$ cat config.mk
export PLATFORM = sky130hd
export DESIGN_NAME = mesh_router
export DESIGN_NICKNAME = d
export VERILOG_FILES = /design/src/rtl/mesh_router_pkg.sv /design/src/rtl/sync_fifo.sv /design/src/rtl/mr_in_port.sv /design/src/rtl/mr_out_ctrl.sv /design/src/rtl/mesh_router.sv
export SDC_FILE = /design/constraint.sdc
export NUM_CORES = 2
export LEC_CHECK = 0
export BUFFER_PORTS_ARGS = -buffer_cell sky130_fd_sc_hd__buf_2
export CORE_ASPECT_RATIO = 1.5
export CORE_MARGIN = 2
export CORE_UTILIZATION = 50
export CTS_CLUSTER_SIZE = 40
export DETAILED_ROUTE_END_ITERATION = 12
export PLACE_DENSITY = 0.73
export SYNTH_ARGS = -nofsm -noshare
export SYNTH_HDL_FRONTEND = slang
export SYNTH_SLANG_ARGS = --single-unit
$ cat constraint.sdc
create_clock -name clk -period 15 [get_ports clk]
set_clock_uncertainty 0.15 [all_clocks]
set_input_delay 3.75 -clock clk [delete_from_list [all_inputs] [get_ports clk]]
set_output_delay 3.75 -clock clk [all_outputs]
set_load 0.01 [all_outputs]
$ cat src/rtl/mesh_router_pkg.sv
package mesh_router_pkg;

  localparam int NPORT = 5;

  typedef enum logic [2:0] {
    PORT_N = 3'd0,
    PORT_S = 3'd1,
    PORT_E = 3'd2,
    PORT_W = 3'd3,
    PORT_L = 3'd4
  } port_e;

  // Dimension-ordered choice: settle the column first, then the row.
  function automatic logic [2:0] route_dir(input logic [7:0] dst_x, input logic [7:0] dst_y,
                                           input logic [7:0] own_x, input logic [7:0] own_y);
    if (dst_x > own_x)      return PORT_E;
    else if (dst_x < own_x) return PORT_W;
    else if (dst_y > own_y) return PORT_N;
    else if (dst_y < own_y) return PORT_S;
    else                    return PORT_L;
  endfunction

endpackage

$ cat src/rtl/sync_fifo.sv
module sync_fifo #(
  parameter int DW    = 32,
  parameter int DEPTH = 4
) (
  input  logic          clk,
  input  logic          rst,
  input  logic          wr_en,
  input  logic [DW-1:0] wr_data,
  input  logic          rd_en,
  output logic [DW-1:0] rd_data,
  output logic          empty,
  output logic [$clog2(DEPTH):0] fill
);
  localparam int AW = $clog2(DEPTH);

  logic [DW-1:0] mem [DEPTH];
  logic [AW-1:0] wptr, rptr;

  // Storage without reset so it maps onto RAM resources.
  always_ff @(posedge clk) begin
    if (wr_en) mem[wptr] <= wr_data;
  end

  always_ff @(posedge clk) begin
    if (rst) begin
      wptr <= '0;
      rptr <= '0;
      fill <= '0;
    end else begin
      if (wr_en) wptr <= wptr + 1'b1;
      if (rd_en) rptr <= rptr + 1'b1;
      fill <= fill + (AW+1)'(wr_en) - (AW+1)'(rd_en);
    end
  end

  assign rd_data = mem[rptr];
  assign empty   = (fill == '0);
endmodule

$ cat src/rtl/mr_in_port.sv
module mr_in_port #(
  parameter int DW    = 32,
  parameter int DEPTH = 4
) (
  input  logic          clk,
  input  logic          rst,
  input  logic          lnk_valid,
  input  logic [DW-1:0] lnk_data,
  output logic          lnk_ready,
  output logic          head_valid,
  output logic [DW-1:0] head_data,
  input  logic          pop
);
  localparam int AW = $clog2(DEPTH);
  localparam int CW = AW + 2;

  logic          stg_valid;
  logic [DW-1:0] stg_data;
  logic          ready_q;
  logic          empty;
  logic [AW:0]   fill;
  logic [CW-1:0] fill_next;
  logic          take;

  assign take      = lnk_valid & ready_q;
  assign fill_next = CW'(fill) + CW'(stg_valid) - CW'(pop);

  // Link register stage: nothing sits in front of it.
  always_ff @(posedge clk) begin
    if (rst) begin
      stg_valid <= 1'b0;
      ready_q   <= 1'b0;
    end else begin
      stg_valid <= take;
      // Room must remain for the word in flight plus one more.
      ready_q   <= (fill_next + CW'(take)) <= CW'(DEPTH - 1);
    end
  end

  always_ff @(posedge clk) begin
    stg_data <= lnk_data;
  end

  sync_fifo #(.DW(DW), .DEPTH(DEPTH)) u_fifo (
    .clk     (clk),
    .rst     (rst),
    .wr_en   (stg_valid),
    .wr_data (stg_data),
    .rd_en   (pop),
    .rd_data (head_data),
    .empty   (empty),
    .fill    (fill)
  );

  assign lnk_ready  = ready_q;
  assign head_valid = ~empty;
endmodule

$ cat src/rtl/mr_out_ctrl.sv
module mr_out_ctrl #(
  parameter int NPORT = 5,
  parameter int LEN_W = 5
) (
  input  logic                            clk,
  input  logic                            rst,
  input  logic [NPORT-1:0]                req,
  input  logic [NPORT-1:0][LEN_W-1:0]     lens,
  input  logic [NPORT-1:0]                src_valid,
  input  logic                            sink_full,
  output logic                            locked,
  output logic [$clog2(NPORT)-1:0]        owner,
  output logic                            xfer
);
  localparam int PW = $clog2(NPORT);
  localparam int RW = LEN_W + 1;

  logic [PW-1:0] rr_ptr;
  logic [PW-1:0] gnt_idx;
  logic          gnt_any;
  logic [RW-1:0] rem;

  // Round-robin search starting just after the last winner.
  always_comb begin
    int idx;
    gnt_any = 1'b0;
    gnt_idx = rr_ptr;
    for (int k = 1; k <= NPORT; k++) begin
      idx = (int'(rr_ptr) + k) % NPORT;
      if (!gnt_any && req[idx]) begin
        gnt_any = 1'b1;
        gnt_idx = PW'(idx);
      end
    end
  end

  assign xfer = locked & src_valid[owner] & ~sink_full;

  always_ff @(posedge clk) begin
    if (rst) begin
      locked <= 1'b0;
      owner  <= '0;
      rem    <= '0;
      rr_ptr <= PW'(NPORT - 1);
    end else if (!locked) begin
      if (gnt_any) begin
        locked <= 1'b1;
        owner  <= gnt_idx;
        rem    <= RW'(lens[gnt_idx]) + RW'(1);
        rr_ptr <= gnt_idx;
      end
    end else if (xfer) begin
      rem <= rem - RW'(1);
      if (rem == RW'(1)) locked <= 1'b0;
    end
  end
endmodule

$ cat src/rtl/mesh_router.sv
module mesh_router
  import mesh_router_pkg::*;
#(
  parameter int DATA_W          = 32,
  parameter int COORD_W         = 4,
  parameter int LEN_W           = 5,
  parameter int MY_X            = 2,
  parameter int MY_Y            = 2,
  parameter int LINK_IN_DEPTH   = 4,
  parameter int LOCAL_IN_DEPTH  = 16,
  parameter int LINK_OUT_DEPTH  = 2,
  parameter int LOCAL_OUT_DEPTH = 4
) (
  input  logic                          clk,
  input  logic                          rst,
  input  logic [NPORT-1:0]              in_valid,
  input  logic [NPORT-1:0][DATA_W-1:0]  in_data,
  output logic [NPORT-1:0]              in_ready,
  output logic [NPORT-1:0]              out_valid,
  output logic [NPORT-1:0][DATA_W-1:0]  out_data,
  input  logic [NPORT-1:0]              out_ready
);
  localparam int PW    = $clog2(NPORT);
  localparam int XMSB  = DATA_W - 1;
  localparam int YMSB  = DATA_W - 1 - COORD_W;

  logic [NPORT-1:0]              head_valid;
  logic [NPORT-1:0][DATA_W-1:0]  head_data;
  logic [NPORT-1:0]              pop;
  logic [NPORT-1:0]              busy;
  logic [NPORT-1:0][NPORT-1:0]   req;
  logic [NPORT-1:0][LEN_W-1:0]   lens;
  logic [NPORT-1:0]              locked;
  logic [NPORT-1:0][PW-1:0]      owner;
  logic [NPORT-1:0]              xfer;
  logic [NPORT-1:0]              out_full;

  for (genvar i = 0; i < NPORT; i++) begin : g_in
    localparam int DEP = (i == int'(PORT_L)) ? LOCAL_IN_DEPTH : LINK_IN_DEPTH;
    mr_in_port #(.DW(DATA_W), .DEPTH(DEP)) u_in (
      .clk        (clk),
      .rst        (rst),
      .lnk_valid  (in_valid[i]),
      .lnk_data   (in_data[i]),
      .lnk_ready  (in_ready[i]),
      .head_valid (head_valid[i]),
      .head_data  (head_data[i]),
      .pop        (pop[i])
    );
    assign lens[i] = head_data[i][LEN_W-1:0];
  end

  // An input is busy while any output is locked to it.
  always_comb begin
    busy = '0;
    pop  = '0;
    for (int o = 0; o < NPORT; o++) begin
      if (locked[o]) busy[owner[o]] = 1'b1;
      if (xfer[o])   pop[owner[o]]  = 1'b1;
    end
  end

  always_comb begin
    logic [2:0] dir;
    req = '0;
    for (int i = 0; i < NPORT; i++) begin
      dir = route_dir(8'(head_data[i][XMSB -: COORD_W]), 8'(head_data[i][YMSB -: COORD_W]),
                      8'(MY_X), 8'(MY_Y));
      for (int o = 0; o < NPORT; o++) begin
        req[o][i] = head_valid[i] & ~busy[i] & (dir == 3'(o));
      end
    end
  end

  for (genvar o = 0; o < NPORT; o++) begin : g_out
    localparam int DEP = (o == int'(PORT_L)) ? LOCAL_OUT_DEPTH : LINK_OUT_DEPTH;
    logic                  empty;
    logic [$clog2(DEP):0]  fill;

    mr_out_ctrl #(.NPORT(NPORT), .LEN_W(LEN_W)) u_ctrl (
      .clk       (clk),
      .rst       (rst),
      .req       (req[o]),
      .lens      (lens),
      .src_valid (head_valid),
      .sink_full (out_full[o]),
      .locked    (locked[o]),
      .owner     (owner[o]),
      .xfer      (xfer[o])
    );

    sync_fifo #(.DW(DATA_W), .DEPTH(DEP)) u_ofifo (
      .clk     (clk),
      .rst     (rst),
      .wr_en   (xfer[o]),
      .wr_data (head_data[owner[o]]),
      .rd_en   (out_valid[o] & out_ready[o]),
      .rd_data (out_data[o]),
      .empty   (empty),
      .fill    (fill)
    );

    assign out_full[o]  = (fill == ($clog2(DEP)+1)'(DEP));
    assign out_valid[o] = ~empty;
  end
endmodule

==> results.tsv <==
metric	value	unit
status	complete, no violations	
clk_path_buf_depth	3	
grt_max_degree	76	
io_buffers	341	
synth_cells	5302	
grt_usage	30.0	%
area_delta_synth_final	12.1	%
drive_gt1_share	22.6	%
setup_tns	0	ps
gp_congestion	0.965	
cts_resized	0	
powerDensity	204	mW/mm²
min_period	8270	ps
netlist_area	0.0775	mm²
clock-sinks	1715	
postSynthAreaPerCell	14.6	µm²
arrival	8810	ps
synth-seq-cells	1715	
synth_warnings	0	
overflow	0	
drv_slew	0	
final_util	56.5	%
max_freq	121	MHz
slew_headroom	17.9	%
routed_wl	239000	µm
cts_root_buf	clkbuf_16	
grt_pass1_wl	343000	µm
cts_tree	done	
antenna_found_initial	28	
boundaryPins	342	
numCtsBuffers	155	
synth-seq-area-share	62.5	%
hold_viol	0	
coreArea	0.154	mm²
intPower	10800	µW
synthFlopType	edfxtp_1	
vias	50904	
switching_share	39.2	%
firstDrtPassIters	10	
seqPwrFrac	33.9	%
worstSkewPairLatency	830	ps
layout_common_cells	edfxtp_1, buf_2, mux4_2, dfxtp_1, nand2_1	
finalNetCount	6024	
async_flop_share	0	%
ctsHoldBuffers	0	
finalCritPeriodShare	55.2	%
worst-path-max-fanout	19	
die_area	0.158	mm²
leakage	0.0297	µW
crit_type	reg2reg	
htree_levels	4	
detail-route-antenna-nets	0	
vdd_drop_max	0.174	mV
final_common_cell	edfxtp_1	
routedWlPerCell	30.6	µm
rsz0062_at_grt	no	
synth_edf_count	1408	
dr.first_iter.drc_count	7178	
drv_cap	0	
clk_pin_slew	60	ps
drcViolationCount	0	
start_kind	flop	
dpl.hpwl	166000	µm
p_clk_share	22.7	%
cp.required	15530	ps
stdcell_area	0.0868	mm²
tightest_slew	1220	ps
grt_pass1_vias	49629	
crit_path_end_kind	flop	
combPwrFrac	43.4	%
die_w	325	µm
hold_class	reg2reg	
ys_types	105	
syn_nets	5701	
p_switching	6930	µW
rows	176	
postCtsSetupRepairBufs	0	
setup_viol	0	
fp.dieH	486	µm
viasPerCell	6.52	
start_util	50.4	%
placed_area	0.0817	mm²
==> cell usage after synthesis (25+ instances only) <==
cell / number / share of area, %
a211oi_1: 50 / 0.48
a21oi_1: 132 / 0.85
a221oi_1: 60 / 0.68
a22o_1: 54 / 0.61
a22oi_1: 264 / 2.6
and2_1: 70 / 0.57
and3_1: 25 / 0.20
buf_1: 38 / 0.18
buf_2: 25 / 0.16
clkbuf_1: 216 / 1.0
dfxtp_1: 307 / 7.9
edfxtp_1: 1408 / 55
ha_1: 216 / 3.5
inv_1: 205 / 0.99
mux2_2: 182 / 2.6
mux2i_1: 95 / 1.2
mux4_2: 314 / 9.1
nand2_1: 281 / 1.4
nand2b_1: 56 / 0.45
nand3_1: 159 / 1.0
nand4_1: 31 / 0.25
nor2_1: 251 / 1.2
nor2b_1: 44 / 0.36
nor3_1: 86 / 0.56
o211ai_1: 25 / 0.24
o21ai_0: 131 / 0.85
or3_1: 27 / 0.22
xnor2_1: 86 / 0.97
xor2_1: 26 / 0.29
==> path summary, 6_finish.rpt <==
kind | startpoint | to | slack [ps] | depth (start not counted)
hold / removal | g_in[0].u_in.stg_data[6]$_DFF_P_ | g_in[0].u_in.u_fifo.mem[2][6]$_DFFE_PP_ | 320 | 0
setup / recovery | g_out[4].u_ctrl.rr_ptr[1]$_SDFFE_PP0P_ | g_out[4].u_ctrl.rem[1]$_SDFFE_PP0P_ | 6730 | 24
setup reg to reg | g_out[4].u_ctrl.rr_ptr[1]$_SDFFE_PP0P_ | g_out[4].u_ctrl.rem[1]$_SDFFE_PP0P_ | 6730 | 24
hold reg to reg | g_in[0].u_in.stg_data[6]$_DFF_P_ | g_in[0].u_in.u_fifo.mem[2][6]$_DFFE_PP_ | 320 | 0
==> flip-flops by register name, summed over array words and instances (netlist names), named ones only <==
register and cells:
g_in.u_in.lnk_ready 5, g_in.u_in.stg_data 160, g_in.u_in.stg_valid 5, g_in.u_in.u_fifo.fill 17, g_in.u_in.u_fifo.mem 1024, g_in.u_in.u_fifo.rptr 12
g_in.u_in.u_fifo.wptr 12, g_out.u_ctrl.locked 5, g_out.u_ctrl.owner 5, g_out.u_ctrl.rem 30, g_out.u_ctrl.rr_ptr 15, g_out.u_ofifo.fill 11
g_out.u_ofifo.mem 384, g_out.u_ofifo.rptr 6, g_out.u_ofifo.wptr 6
==> per-layer routing <==
| layer | track usage, % | routed length, µm | up-vias |
|---|---|---|---|
| met1 | 38.1 | 85200 | 25328 |
| met5 | 0 | 86 | - |
| met3 | 6.38 | 26400 | 764 |
| li1 | - | - | 21444 |
| met2 | 48.8 | 114000 | 3354 |
| met4 | 15.1 | 13600 | 14 |
==> metrics by stage <==
stage	hold WS (ps)	instances	power (µW)	worst slack [ps]
after floorplan	288	5302	11100	8160
after global placement	297	7515	13400	7100
after detailed placement	309	7515	13500	6840
after CTS	321	7805	17500	6810
after global routing	334	7807	18400	6220
final	323	7809	17700	6730
==> cell type report <==
type / count / area, µm²
fill: 12041 / 66900
clock inverter: 87 / 996
timing repair buffer: 461 / 2610
inverter: 209 / 785
multi-input combinational: 3083 / 27300
sequential: 1715 / 48400
tap: 2047 / 2560
antenna: 4 / 10.0
clock buffer: 203 / 4170
==> worst max-delay path: stages (launching register included) <==
cell      delay [ps]
dfxtp_1          780
clkinv_1         580
ha_1             650
ha_1             350
or3b_2           490
a31o_2           280
xnor2_1          220
ha_1             240
nor2b_1          180
a211o_1          140
o221ai_1         130
xnor2_1          650
mux2_2           430
or3_1            410
nand3_1           90
o211ai_1         100
a22oi_1          910
mux2i_1          280
nor2_1            90
or3_1            320
ha_1             300
nor2_1           110
a211oi_1          60
a21oi_1          150
nor2_1            60
==> logic make-up (layout without fill, tap and decap cells) <==
group / count (synthesis) / count (layout) / synth area share, %
other cells: 0 / 4 / 0
simple gates: 1146 / 1146 / 7.37
buf+inv: 504 / 960 / 2.57
xor+xnor: 113 / 113 / 1.29
mux: 593 / 593 / 13.0
compound gates: 1004 / 1004 / 9.47
fa+ha+maj: 227 / 227 / 3.77
flops: 1715 / 1715 / 62.5
==> power groups by stage <==
stage / sequential [µW] / clock, µW / combinational (µW)
finish: 5990 / 4020 / 7670
detailed placement: 6090 / 0 / 7420
global placement: 6060 / 0 / 7310
floorplan: 5950 / 0 / 5170
global route: 6020 / 4240 / 8160
CTS: 5990 / 4070 / 7460
(Power assumes the default switching activity.)
